--- config.mk ---
export PLATFORM = sky130hd
export DESIGN_NAME = card_byte_bridge
export DESIGN_NICKNAME = d
export VERILOG_FILES = /design/src/rtl/card_byte_bridge.sv
export SDC_FILE = /design/constraint.sdc
export NUM_CORES = 1
export LEC_CHECK = 0
export BUFFER_PORTS_ARGS = -buffer_cell sky130_fd_sc_hd__buf_2
export CORE_AREA = 10 10 216 218
export DETAILED_ROUTE_END_ITERATION = 10
export DIE_AREA = 0 0 226 228
export GPL_TIMING_DRIVEN = 0
export PLACE_DENSITY = 0.79
export REMOVE_ABC_BUFFERS = 1
export SYNTH_ARGS = -nofsm -noshare
export SYNTH_HDL_FRONTEND = slang
export SYNTH_SLANG_ARGS = --single-unit
--- constraint.sdc ---
create_clock -name clk -period 16.9 [get_ports clk]
set_input_delay 3.38 -clock clk [delete_from_list [all_inputs] [get_ports clk]]
set_output_delay 3.38 -clock clk [all_outputs]
set_load 0.05 [all_outputs]
--- src/rtl/card_byte_bridge.sv ---
module card_byte_bridge #(
  parameter int DEPTH = 16,
  parameter int LEN_W = 16
) (
  input  logic             clk,
  input  logic             rst_n,
  input  logic             ctl_wr,
  input  logic             ctl_en,
  input  logic             ctl_rx,
  input  logic             len_wr,
  input  logic [LEN_W-1:0] len_in,
  input  logic             push,
  input  logic [31:0]      push_data,
  input  logic             pop,
  output logic [31:0]      pop_data,
  input  logic             crd_in_valid,
  input  logic [7:0]       crd_in_data,
  output logic             crd_in_ready,
  output logic             crd_out_valid,
  output logic [7:0]       crd_out_data,
  input  logic             crd_out_ready,
  output logic             path_en,
  output logic [LEN_W-1:0] byte_cnt,
  output logic [LEN_W-2:0] word_cnt,
  output logic [4:0]       tx_flags,
  output logic [4:0]       rx_flags,
  output logic             xfer_done
);
  localparam int AW = $clog2(DEPTH);
  localparam int OW = AW + 1;
  localparam logic [OW-1:0] FULLV = OW'(DEPTH);
  localparam logic [OW-1:0] HALFV = OW'(DEPTH / 2);

  logic [31:0]      mem [DEPTH];
  logic [AW-1:0]    rd_ptr;
  logic [OW-1:0]    occ;
  logic             en_q, rx_q, done_q;
  logic [LEN_W-1:0] len_q, cnt_q;
  logic [1:0]       lane_q;
  logic [23:0]      acc_q;
  logic [31:0]      hold_q;
  logic [2:0]       hold_n;
  logic [31:0]      in_word;

  wire        full    = (occ == FULLV);
  wire        empty   = (occ == '0);
  wire        cnt_nz  = (cnt_q != '0);
  wire        cnt_one = (cnt_q == LEN_W'(1));
  wire [31:0] head    = mem[rd_ptr];
  wire        busy    = en_q & (cnt_nz | ~empty);

  assign crd_in_ready  = en_q & rx_q & cnt_nz & ~full & ~ctl_wr;
  wire   in_fire       = crd_in_valid & crd_in_ready;
  wire   last_in       = in_fire & ((lane_q == 2'd3) | cnt_one);

  assign crd_out_valid = en_q & ~rx_q & cnt_nz & ((hold_n != 3'd0) | ~empty) & ~ctl_wr;
  assign crd_out_data  = (hold_n != 3'd0) ? hold_q[7:0] : head[7:0];
  wire   out_fire      = crd_out_valid & crd_out_ready;
  wire   eng_pop       = out_fire & (hold_n == 3'd0);

  wire   bus_push_ok   = push & ~full & ~(en_q & rx_q);
  wire   bus_pop_ok    = pop & ~empty & ~eng_pop;
  wire   do_push       = bus_push_ok | last_in;
  wire   do_pop        = bus_pop_ok | eng_pop;
  wire [AW-1:0] wr_idx = rd_ptr + occ[AW-1:0];
  wire [31:0] push_word = last_in ? in_word : push_data;

  assign pop_data  = bus_pop_ok ? head : 32'd0;
  assign path_en   = en_q;
  assign byte_cnt  = cnt_q;
  assign word_cnt  = (LEN_W-1)'(({1'b0, cnt_q} + (LEN_W+1)'(3)) >> 2);
  assign xfer_done = done_q;

  assign tx_flags = (busy & ~rx_q) ? {occ <= HALFV, full, ~empty, empty, 1'b1} : 5'd0;
  assign rx_flags = (busy &  rx_q) ? {occ >= HALFV, full, ~empty, empty, 1'b1} : 5'd0;

  always_comb begin
    case (lane_q)
      2'd0:    in_word = {24'd0, crd_in_data};
      2'd1:    in_word = {16'd0, crd_in_data, acc_q[7:0]};
      2'd2:    in_word = {8'd0, crd_in_data, acc_q[15:0]};
      default: in_word = {crd_in_data, acc_q};
    endcase
  end

  always_ff @(posedge clk) begin
    if (do_push) mem[wr_idx] <= push_word;
  end

  always_ff @(posedge clk or negedge rst_n) begin
    if (!rst_n) begin
      rd_ptr <= '0;
      occ    <= '0;
    end else begin
      if (do_pop) rd_ptr <= rd_ptr + AW'(1);
      occ <= occ + OW'(do_push) - OW'(do_pop);
    end
  end

  always_ff @(posedge clk or negedge rst_n) begin
    if (!rst_n) len_q <= '0;
    else if (len_wr) len_q <= len_in;
  end

  always_ff @(posedge clk or negedge rst_n) begin
    if (!rst_n) begin
      en_q   <= 1'b0;
      rx_q   <= 1'b0;
      done_q <= 1'b0;
      cnt_q  <= '0;
      lane_q <= '0;
      acc_q  <= '0;
      hold_q <= '0;
      hold_n <= '0;
    end else if (ctl_wr) begin
      en_q <= ctl_en;
      rx_q <= ctl_rx;
      if (ctl_en) begin
        cnt_q  <= len_q;
        done_q <= (len_q == '0);
        lane_q <= '0;
        acc_q  <= '0;
        hold_n <= '0;
      end
    end else begin
      if (en_q && !cnt_nz && empty) en_q <= 1'b0;
      if (in_fire || out_fire) begin
        cnt_q <= cnt_q - LEN_W'(1);
        if (cnt_one) done_q <= 1'b1;
      end
      if (in_fire) begin
        if (last_in) begin
          lane_q <= '0;
          acc_q  <= '0;
        end else begin
          lane_q <= lane_q + 2'd1;
          case (lane_q)
            2'd0:    acc_q[7:0]   <= crd_in_data;
            2'd1:    acc_q[15:8]  <= crd_in_data;
            default: acc_q[23:16] <= crd_in_data;
          endcase
        end
      end
      if (out_fire) begin
        if (hold_n == 3'd0) begin
          hold_q <= {8'd0, head[31:8]};
          hold_n <= 3'd3;
        end else begin
          hold_q <= {8'd0, hold_q[31:8]};
          hold_n <= hold_n - 3'd1;
        end
      end
    end
  end
endmodule

# After elaboration in Yosys (flattened, before gate mapping)
# Memories as Yosys holds them, arrays and structs flattened.
# Index checks and enable logic that the tools add are counted.
[word_totals]
regBits = 105
latchBits = 0
ramBits = 512
mem_bits_ro = 0
in_bits = 66
out_inout_bits = 85
mem_count = 1
[memory_table]
columns = ["memory", "words", "width", "rd", "rd_ports_with_merged_regs", "write_ports", "line_no", "source"]
rows = [
  ["mem", 16, 32, 1, 0, 1, "34", "logic [31:0] mem [DEPTH];"],
]
[classes]
addsub = 8
multipliers = 0
n_div = 0
magnitude_cmp = 2
eq_ne = 7
n_shift = 0
muxes = 33
bitwise_logic = 30
n_reduce_logical = 26
[ops]
columns = ["op", "count"]
rows = [
  ["24-bit 2-to-1 mux", 5],
  ["32-bit one-hot mux with 3 select lines", 1],
  ["32-bit 2-to-1 mux", 2],
  ["16-bit 2-to-1 mux", 3],
  ["8-bit 2-to-1 mux", 4],
  ["1-bit bitwise AND", 19],
  ["16-bit by 2-bit adder with 17-bit output (second input constant)", 1],
  ["16-bit by 1-bit == test with 1-bit output (second input constant)", 1],
  ["16-bit zero test", 1],
  ["16-bit nonzero test", 1],
  ["16-bit by 1-bit subtractor with 16-bit output (second input constant)", 1],
  ["3-bit 2-to-1 mux", 4],
  ["3-bit AND reduction", 4],
  ["5-bit 2-to-1 mux", 2],
  ["2-bit nonzero test", 5],
  ["3-bit nonzero test", 3],
  ["1-bit 2-to-1 mux", 8],
  ["2-bit 2-to-1 mux", 4],
  ["2-bit AND reduction", 4],
  ["1-bit inverter", 6],
  ["5-bit by 1-bit adder with 5-bit output", 1],
  ["5-bit == test (second input constant)", 1],
  ["5-bit by 4-bit greater-or-equal comparator with 1-bit output (second input constant)", 1],
  ["5-bit by 4-bit less-or-equal comparator with 1-bit output (second input constant)", 1],
  ["17 further kinds", 23],
]

# Logic depth before layout (Yosys ltp)
# Gate-level depths: netlist of the first run.
[logic_depth]
word_depth = 11
mapped_depth = 19
depth_no_buf = 17

# Worst setup path before layout of the first run
# Ideal clock, no wire load.
[synth_path]
path_kind = "input to output"
from = "in ctl_wr"
to = "out crd_in_ready"
arrival_ns = 5.662
required_time_ns = 13.520
setup_slack_ns = 7.858
path_stages = 4
path_cell_list = "clkbuf_1 buf_1 clkbuf_1 nor4b_1"
[synth_via]
elab_chain_len = 2
[synth_rtl]
columns = ["element", "line_no", "source"]
rows = [
  ["start: declaration", "7", "input logic ctl_wr,"],
  ["1-bit inverter (no line)", "--", ""],
  ["1-bit bitwise AND", "52", "assign crd_in_ready = en_q & rx_q & cnt_nz & ~full & ~ctl_wr;"],
  ["end: declaration", "18", "output logic crd_in_ready,"],
]
# Every way passes these cells.

# Worst setup path after layout of the first run
[layout_path]
from = "in ctl_wr"
to = "out pop_data[22]"
[layout_via]
elab_chain_len = 7
[layout_rtl]
columns = ["element", "line_no", "source"]
rows = [
  ["1-bit inverter (no line)", "--", ""],
  ["1-bit bitwise AND", "56", "assign crd_out_valid = en_q & ~rx_q & cnt_nz & ((hold_n != 3'd0) | ~empty) & ~ctl_wr;"],
  ["1-bit bitwise AND", "58", "wire out_fire = crd_out_valid & crd_out_ready;"],
  ["1-bit bitwise AND", "59", "wire eng_pop = out_fire & (hold_n == 3'd0);"],
  ["1-bit inverter", "62", "wire bus_pop_ok = pop & ~empty & ~eng_pop;"],
  ["1-bit bitwise AND", "62", ""],
  ["32-bit 2-to-1 mux", "68", "assign pop_data = bus_pop_ok ? head : 32'd0;"],
  ["end: declaration", "15", "output logic [31:0] pop_data,"],
]
# Every way passes these cells.

==> results.cfg, run 1 <==
[global_route]
antenna_found_initial = 7
overflow = 0
grt_max_degree = 63
grt_use_total_pct = 26.5
grt_pass1_vias = 15900
grt_pass1_wl_um = 102000

[cts]
cts-buffers-inserted = 58
cts.hold.buffers_added = 0
numClockSinks = 609
clk_pin_slew_ps = 60
cts_tree = yes
clock_path_buffers = 3
cts_max_level = 2
root_buffer = clkbuf_16
clk_latency_ps = 620
post_cts_buffers = 0
ctsResizeCount = 0

[power]
ir_drop_mv = 0.159
p_leak_nw = 10.4
p_int_mw = 3.57
powerDensity_mw_per_mm2 = 190
pwr-share-clk_pct = 24.2
swShare_pct = 36.8
p_seq_share_pct = 38.4
power_switching_mw = 2.08
finalPower_mw = 5.66
p_comb_share_pct = 37.5

[detailed_routing]
vias = 15700
wl_per_cell_um = 29.3
dr.first_iter.drc_count = 2019
ant_nets = 0
routed_wl_um = 67800
vias_per_cell = 6.78
dr.pass1.iters = 6
post-route-drc-count = 0

[layout]
drive_gt1_share_pct = 30.0
syn2layout_area_growth_pct = 16.3
final_cell_mix = edfxtp_1, buf_2, mux4_2
stdcell_count = 2314
fillerInstances = 2574
nets = 1804
final_common_cell = edfxtp_1

[synth]
avgSynthCellArea_um2 = 16.8
yosys_warnings = 0
synthTopCellsByArea = edfxtp_1, mux4_2, dfrtp_1
synth_edf_count = 512
synth-seq-cells = 609
netlist.area_leader.share_pct = 60.2
syn_area_mm2 = 0.0255
ys_seq_area_share_pct = 69.7
async_flop_share_pct = 15.9
synthFlopType = edfxtp_1
synth.distinct_cells = 68
syn_inst = 1518
synth_top_area_cell = edfxtp_1

[worst_setup_path]
reg2reg_slack_ps = 12000
arrival_ps = 5400
cp.required_ps = 13520
start_kind = input port
r2r_cells = 7
critPathMaxFanout = 47
end_kind = primary output
crit_type = in -> out
rr_endpoint = mem[1][22]$_DFFE_PP_
worstReg2RegStart = byte_cnt[0]$_DFFE_PN0P_

[die]
core_mm2 = 0.0425
die_h_um = 228
ios = 151
rows = 76
die_w_um = 226
initial_utilization_pct = 60.1
die-area_mm2 = 0.0515

[timing]
max_slew_margin_pct = 4.81
final-max-slew-violation-count = 0
rsz0062_at_grt = false
clock_skew_ps = 14.9
finalSetupViolCount = 0
max_freq_ghz = 0.114
hold_violations = 0
fin_crit_ps = 8780
fin_crit_sh_pct = 51.9
tns_ps = 0
worst_pin_slew_ps = 1430

[status]
status = completed

[worst_hold_path]
hold_path_depth = 1
hold_start = hold_n[0]$_DFFE_PN0P_
hp-class = reg -> reg
min_to = hold_n[0]$_DFFE_PN0P_

[job]
max_cap_violations = 0

[placed_design]
gp_congestion = 0.856
dpl.hpwl_um = 44900
dp_cells = 2200
port_buffers = 150
[worst max-delay path by stage]
stage / start / end
finish: ctl_wr / pop_data[22]
global route: ctl_wr / pop_data[22]
CTS: ctl_wr / pop_data[22]
detailed placement: ctl_wr / pop_data[22]
global placement: rd_ptr[0]$_DFFE_PN0P_ / mem[0][3]$_DFFE_PP_
floorplan: rd_ptr[0]$_DFFE_PN0P_ / crd_out_data[0]
[through the flow]
stage	hold slack (ps)	worst slack [ps]	utilization, %	instance area (um^2)
detailed placement	474	8160	65.1	27700
global placement	463	654	62.4	26500
floorplan	450	6560	-	25100
global route	503	8060	69.9	29700
CTS	491	8160	69.8	29700
finish	486	8120	69.9	29700
[layer usage]
metal,track usage [%],up-vias,routed length [um]
met3,7.75,190,8620
met2,40.5,1137,31700
met4,9.01,10,2370
li1,-,6479,-
met1,35.9,7884,25000
met5,0,-,62
[power by group through the flow]
stage / combinational [mW] / clock, mW / sequential, mW
final: 2.12 / 1.37 / 2.17
after CTS: 2.12 / 1.38 / 2.17
after global routing: 2.23 / 1.43 / 2.20
after floorplan: 1.34 / 0 / 2.27
after global placement: 1.90 / 0 / 2.37
after detailed placement: 2.10 / 0 / 2.19
[area by class of cell]
class                   count  area [um^2]  share of cell area (%)
multi-input cells         779         7300                    24.6
clock buffers              81         1650                    5.55
diodes                      4         10.0                  0.0337
clock inverters            28          364                    1.23
flip-flops and latches    609        17800                    60.0
well taps                 546          683                    2.30
repair buffers            240         1780                    6.01
inverters                  27          101                   0.341
[state kept, by name (all words and copies together), names as in the netlist]
signal,flops
byte_cnt,16
hold_q,24
xfer_done,1
lane_q,2
occ,5
len_q,16
rx_q,1
rd_ptr,4
hold_n,3
path_en,1
acc_q,24
mem,512
[synthesized netlist by cell type (21+ instances only)]
cell,instances
inv_1,26
a22o_1,56
nor2_1,89
edfxtp_1,512
dfrtp_1,97
buf_2,25
mux2_2,25
mux4_2,128
a22oi_1,21
o211ai_1,21
clkbuf_1,63
o21ai_1,43
o21ai_0,42
a21oi_1,40
nand2_1,74
ha_1,21
[cells by family (layout without fill, tap and decap cells)]
logic type	Yosys count	count (layout)	share of synthesized area, %
compound gates	291	291	7.87
xor+xnor	23	23	0.789
fa+ha+maj	23	23	1.19
buf+inv	130	376	2.18
flops	609	609	69.7
mux	164	164	12.8
other cells	0	4	0
simple gates	278	278	5.43
[worst max-delay path, cell delays in order]
cell and delay, ps:
buf_2 370, or3b_2 630, o21bai_4 360, buf_12 250
nor2_1 130, buf_2 230
(Power assumes the default switching activity.)
==> run 2: changes to the inputs <==
- CORE_AREA: 10 10 216 218 -> 10 10 227 229
- DIE_AREA: 0 0 226 228 -> 0 0 237 239
- PLACE_DENSITY: 0.79 -> 0.75
- clock period: 16.9 -> 8 ns (I/O delays scaled with it)
==> results.cfg, run 2 (synthesized netlist as in run 1, its figures left out) <==
[worst_setup_path]
cp_slowest_cell = nor4_4
crit_type = reg -> out
arrival_ps = 4070
r2r_cells = 7
end_kind = primary output
cp.depth = 9
path_buf_inv = 3
crit_top_cell = or3b_2
cp_top_family = simple AND/OR/NAND/NOR gates
critPathMaxStageDelay_ps = 640
critPathMaxFanout = 25
worstPathCellList = inv_1 -> ha_1 -> or3b_2 -> nor4_4 -> or3b_2 -> o21bai_4 -> buf_12 -> nor2_1 -> buf_2
start_kind = flip-flop
cp.required_ps = 6400

[layout]
drive_gt1_share_pct = 29.7
largest_register_ffs = 512
final_common_cell = edfxtp_1
design_area_mm2 = 0.0298
final_util_pct = 63.2
final_cell_mix = edfxtp_1, buf_2, mux4_2
nets = 1805
syn2layout_area_growth_pct = 16.7
reg.largest.list = mem x512, acc_q x24, hold_q x24
regMostFlops = mem

[job]
max_cap_violations = 0

[cts]
clk_pin_slew_ps = 60
cts-buffers-inserted = 59
ctsResizeCount = 0
post_cts_buffers = 0
cts_max_level = 2
root_buffer = clkbuf_16
clk_latency_ps = 650
cts_tree = yes
numClockSinks = 609
clock_path_buffers = 3
cts.hold.buffers_added = 0

[placed_design]
port_buffers = 150
dpl.hpwl_um = 45500
place_area_mm2 = 0.0278
gp_congestion = 0.857
place_ws_ps = 2300

[timing]
fin_crit_sh_pct = 70.9
tns_ps = 0
max_slew_margin_pct = 4.13
final-max-slew-violation-count = 0
fin_hold_ws_ps = 483
max_freq_ghz = 0.176
clock_skew_ps = 23.6
hold_violations = 0
fin_crit_ps = 5670
fin_ws_ps = 2330
finalSetupViolCount = 0
rsz0062_at_grt = false
worst_pin_slew_ps = 1440

[detailed_routing]
dr.first_iter.drc_count = 2102
dr.pass1.iters = 5
wl_per_cell_um = 28.0
post-route-drc-count = 0
vias_per_cell = 6.51
ant_nets = 0
vias = 15500
routed_wl_um = 66800

[global_route]
grt_pass1_wl_um = 99700
grt_pass1_vias = 15700
antenna_found_initial = 6
grt_use_total_pct = 23.5
overflow = 0
grt_max_degree = 65

[status]
status = completed

[die]
rows = 80
die_w_um = 237
die_h_um = 239
ios = 151
core_mm2 = 0.0471
initial_utilization_pct = 54.2
die-area_mm2 = 0.0566

[worst_hold_path]
hold_path_depth = 1
hp-class = reg -> reg

[power]
ir_drop_mv = 0.287
powerDensity_mw_per_mm2 = 398
p_leak_nw = 10.4
## run 2: changes by cell type in the layout (fill, tap and decap cells not counted), sizes merged
| cell | delta |
|---|---|
| inv | -1 |
| diode | +2 |
| clkinv | +6 |
| clkinvlp | -1 |
| clkbuf | -3 |
## run 2: through the flow
stage,instances,total power [mW]
final,2386,11.9
after detailed placement,2270,9.05
after CTS,2380,11.9
after global placement,2180,9.02
after global routing,2381,12.3
after floorplan,1415,7.63
## run 2: final timing paths
check,startpoint,end,slack (ps)
max in group asynchronous,rst_n,hold_q[6]$_DFFE_PN0P_,6350
min in group asynchronous,rst_n,len_q[3]$_DFFE_PN0P_,930
worst min register to register,hold_n[0]$_DFFE_PN0P_,hold_n[0]$_DFFE_PN0P_,480
worst max register to register,byte_cnt[0]$_DFFE_PN0P_,mem[0][18]$_DFFE_PP_,3100
worst min-delay path,hold_n[0]$_DFFE_PN0P_,hold_n[0]$_DFFE_PN0P_,480
worst max-delay path,byte_cnt[0]$_DFFE_PN0P_,pop_data[12],2330
## run 2: per-layer routing
metal  share of wire, %  global-route usage, %  up-vias
li1                   -                      -     6477
met1                 38                   31.2     7942
met2                 48                   37.0      953
met3                 11                   6.29      147
met4                3.2                   7.97        6
met5              0.049                      0        -
## run 2: final cells by class
type                            count  area [um^2]
Antenna cell                        6         15.0
Clock inverter                     32          404
Clock buffer                       78         1600
Inverter                           27          101
Multi-Input combinational cell    779         7300
Timing Repair Buffer              240         1800
Tap cell                          615          769
Sequential cell                   609        17800
Fill cell                        3223        17300
## run 2: power breakdown
part | switching, mW | leakage, nW | internal [mW]
sequential | 0.390 | 5.82 | 4.20
combinational | 2.77 | 3.63 | 1.65
clock | 1.19 | 0.978 | 1.67
## run 2: worst register-to-register path, stage by stage, from the launching register on
cell and delay (ps):
dfrtp_1 470, inv_1 120, ha_1 310, or3b_2 610, nor4_4 640, or3_1 1170, nor2_4 200, a21oi_1 1010
==> run 3: changes to the inputs <==
- CORE_AREA: 10 10 227 229 -> 10 10 216 218
- DIE_AREA: 0 0 237 239 -> 0 0 226 228
- PLACE_DENSITY: 0.75 -> 0.79
- clock period: 8 -> 5.4 ns (I/O delays scaled with it)
==> results.cfg, run 3 (synthesized netlist as in run 1, its figures left out) <==
[power]
p_int_mw = 11.2
swShare_pct = 36.7
p_seq_share_pct = 38.4
ir_drop_mv = 0.497
p_comb_share_pct = 37.4
powerDensity_mw_per_mm2 = 595
pwr-share-clk_pct = 24.2
p_leak_nw = 10.4
power_switching_mw = 6.50
finalPower_mw = 17.7

[layout]
final_cell_mix = edfxtp_1, buf_2, mux4_2
regMostFlops = mem
reg.largest.list = mem x512, acc_q x24, hold_q x24
final_common_cell = edfxtp_1
drive_gt1_share_pct = 30.0
nets = 1804
largest_register_ffs = 512
syn2layout_area_growth_pct = 16.3

[detailed_routing]
wl_met1_um = 24700
vias = 15700
ant_nets = 0
routed_wl_um = 67700
dr.pass1.iters = 6
dr.first_iter.drc_count = 2045
vias_per_cell = 6.80
wl_per_cell_um = 29.3
topRoutingLayerUsed = met5
dr_wl_met3_um = 8870
post-route-drc-count = 0
dr_wl_met2_um = 31800

[worst_setup_path]
reg2reg_slack_ps = 420
worstReg2RegStart = byte_cnt[0]$_DFFE_PN0P_
crit_type = reg -> out
arrival_ps = 4090
critPathMaxFanout = 25
rr_endpoint = mem[13][22]$_DFFE_PP_
cp.required_ps = 4320
end_kind = primary output
r2r_cells = 7
start_kind = flip-flop

[placed_design]
port_buffers = 150
place_ws_ps = 285
gp_congestion = 0.856
dpl.hpwl_um = 44900

[cts]
ctsResizeCount = 0
cts-buffers-inserted = 58
post_cts_buffers = 0
cts.hold.buffers_added = 0
clock_path_buffers = 3
cts_tree = yes
clk_pin_slew_ps = 60
numClockSinks = 609
root_buffer = clkbuf_16
clk_latency_ps = 620
cts_max_level = 2

[die]
die_w_um = 226
core_mm2 = 0.0425
die_h_um = 228
ios = 151
initial_utilization_pct = 60.1
die-area_mm2 = 0.0515
rows = 76

[global_route]
grt_pass1_wl_um = 102000
grt_max_degree = 63
overflow = 0
antenna_found_initial = 7
grt_pass1_vias = 15900
grt_use_total_pct = 26.5

[timing]
finalSetupViolCount = 0
hold_violations = 0
fin_crit_sh_pct = 95.7
final-max-slew-violation-count = 0
max_slew_margin_pct = 2.51
rsz0062_at_grt = false
worst_pin_slew_ps = 1460
fin_ws_ps = 234
clock_skew_ps = 16.8
max_freq_ghz = 0.194
fin_crit_ps = 5170

[worst_hold_path]
hold_start = hold_n[0]$_DFFE_PN0P_
hold_path_depth = 1
min_to = hold_n[0]$_DFFE_PN0P_
hp-class = reg -> reg

[status]
status = completed

[job]
max_cap_violations = 0
==> run 3: cell types whose count changed in the layout (fill, tap and decap cells not counted), sizes merged <==
cell and change:
inv +1, clkinvlp +1, diode -3, clkinv -6, clkbuf +3
==> run 3: power by group through the flow <==
| stage | combinational [mW] | sequential, mW | clock (mW) |
|---|---|---|---|
| 2_1_floorplan | 4.19 | 7.11 | 0 |
| 6_report | 6.62 | 6.79 | 4.27 |
| 4_1_cts | 6.62 | 6.79 | 4.31 |
| 3_5_place_dp | 6.57 | 6.87 | 0 |
| 5_1_grt | 6.98 | 6.88 | 4.48 |
| 3_3_place_gp | 5.66 | 7.32 | 0 |
==> run 3: worst max path at each step <==
| stage | endpoint | from |
|---|---|---|
| floorplan | mem[0][0]$_DFFE_PP_ | rd_ptr[0]$_DFFE_PN0P_ |
| global placement | mem[0][3]$_DFFE_PP_ | rd_ptr[0]$_DFFE_PN0P_ |
| detailed placement | mem[10][1]$_DFFE_PP_ | ctl_wr |
| CTS | crd_out_data[4] | rd_ptr[0]$_DFFE_PN0P_ |
| global route | pop_data[22] | byte_cnt[0]$_DFFE_PN0P_ |
| finish | pop_data[22] | byte_cnt[0]$_DFFE_PN0P_ |
==> run 3: stage by stage <==
stage,area [um^2],util (%),hold WS (ps),cells,TNS [ps]
final,29700,69.9,486,2313,0
after global routing,29700,69.9,503,2311,0
after CTS,29700,69.8,491,2309,0
after detailed placement,27700,65.1,474,2200,0
after global placement,26500,62.4,463,2111,-4969270
after floorplan,25100,-,450,1415,-2020810
==> run 3: routing by layer <==
metal	up-vias	global-route usage (%)
met5	-	0
met1	7834	36.0
met4	10	9.06
li1	6477	-
met3	186	7.75
met2	1214	40.4
==> run 3: critical path: stages, from the launching register on <==
cell	delay (ps)
dfrtp_1	480
inv_1	130
ha_1	320
or3b_2	610
nor4_4	660
or3b_2	290
o21bai_4	150
buf_12	230
nor2_1	270
buf_2	330
==> run 3: final cells by class <==
| class | count | area (um^2) |
|---|---|---|
| flip-flops and latches | 609 | 17800 |
| fillers | 2575 | 12800 |
| multi-input cells | 779 | 7300 |
| repair buffers | 240 | 1780 |
| clock buffers | 81 | 1650 |
| well taps | 546 | 683 |
| clock inverters | 28 | 364 |
| inverters | 27 | 101 |
| diodes | 3 | 7.51 |
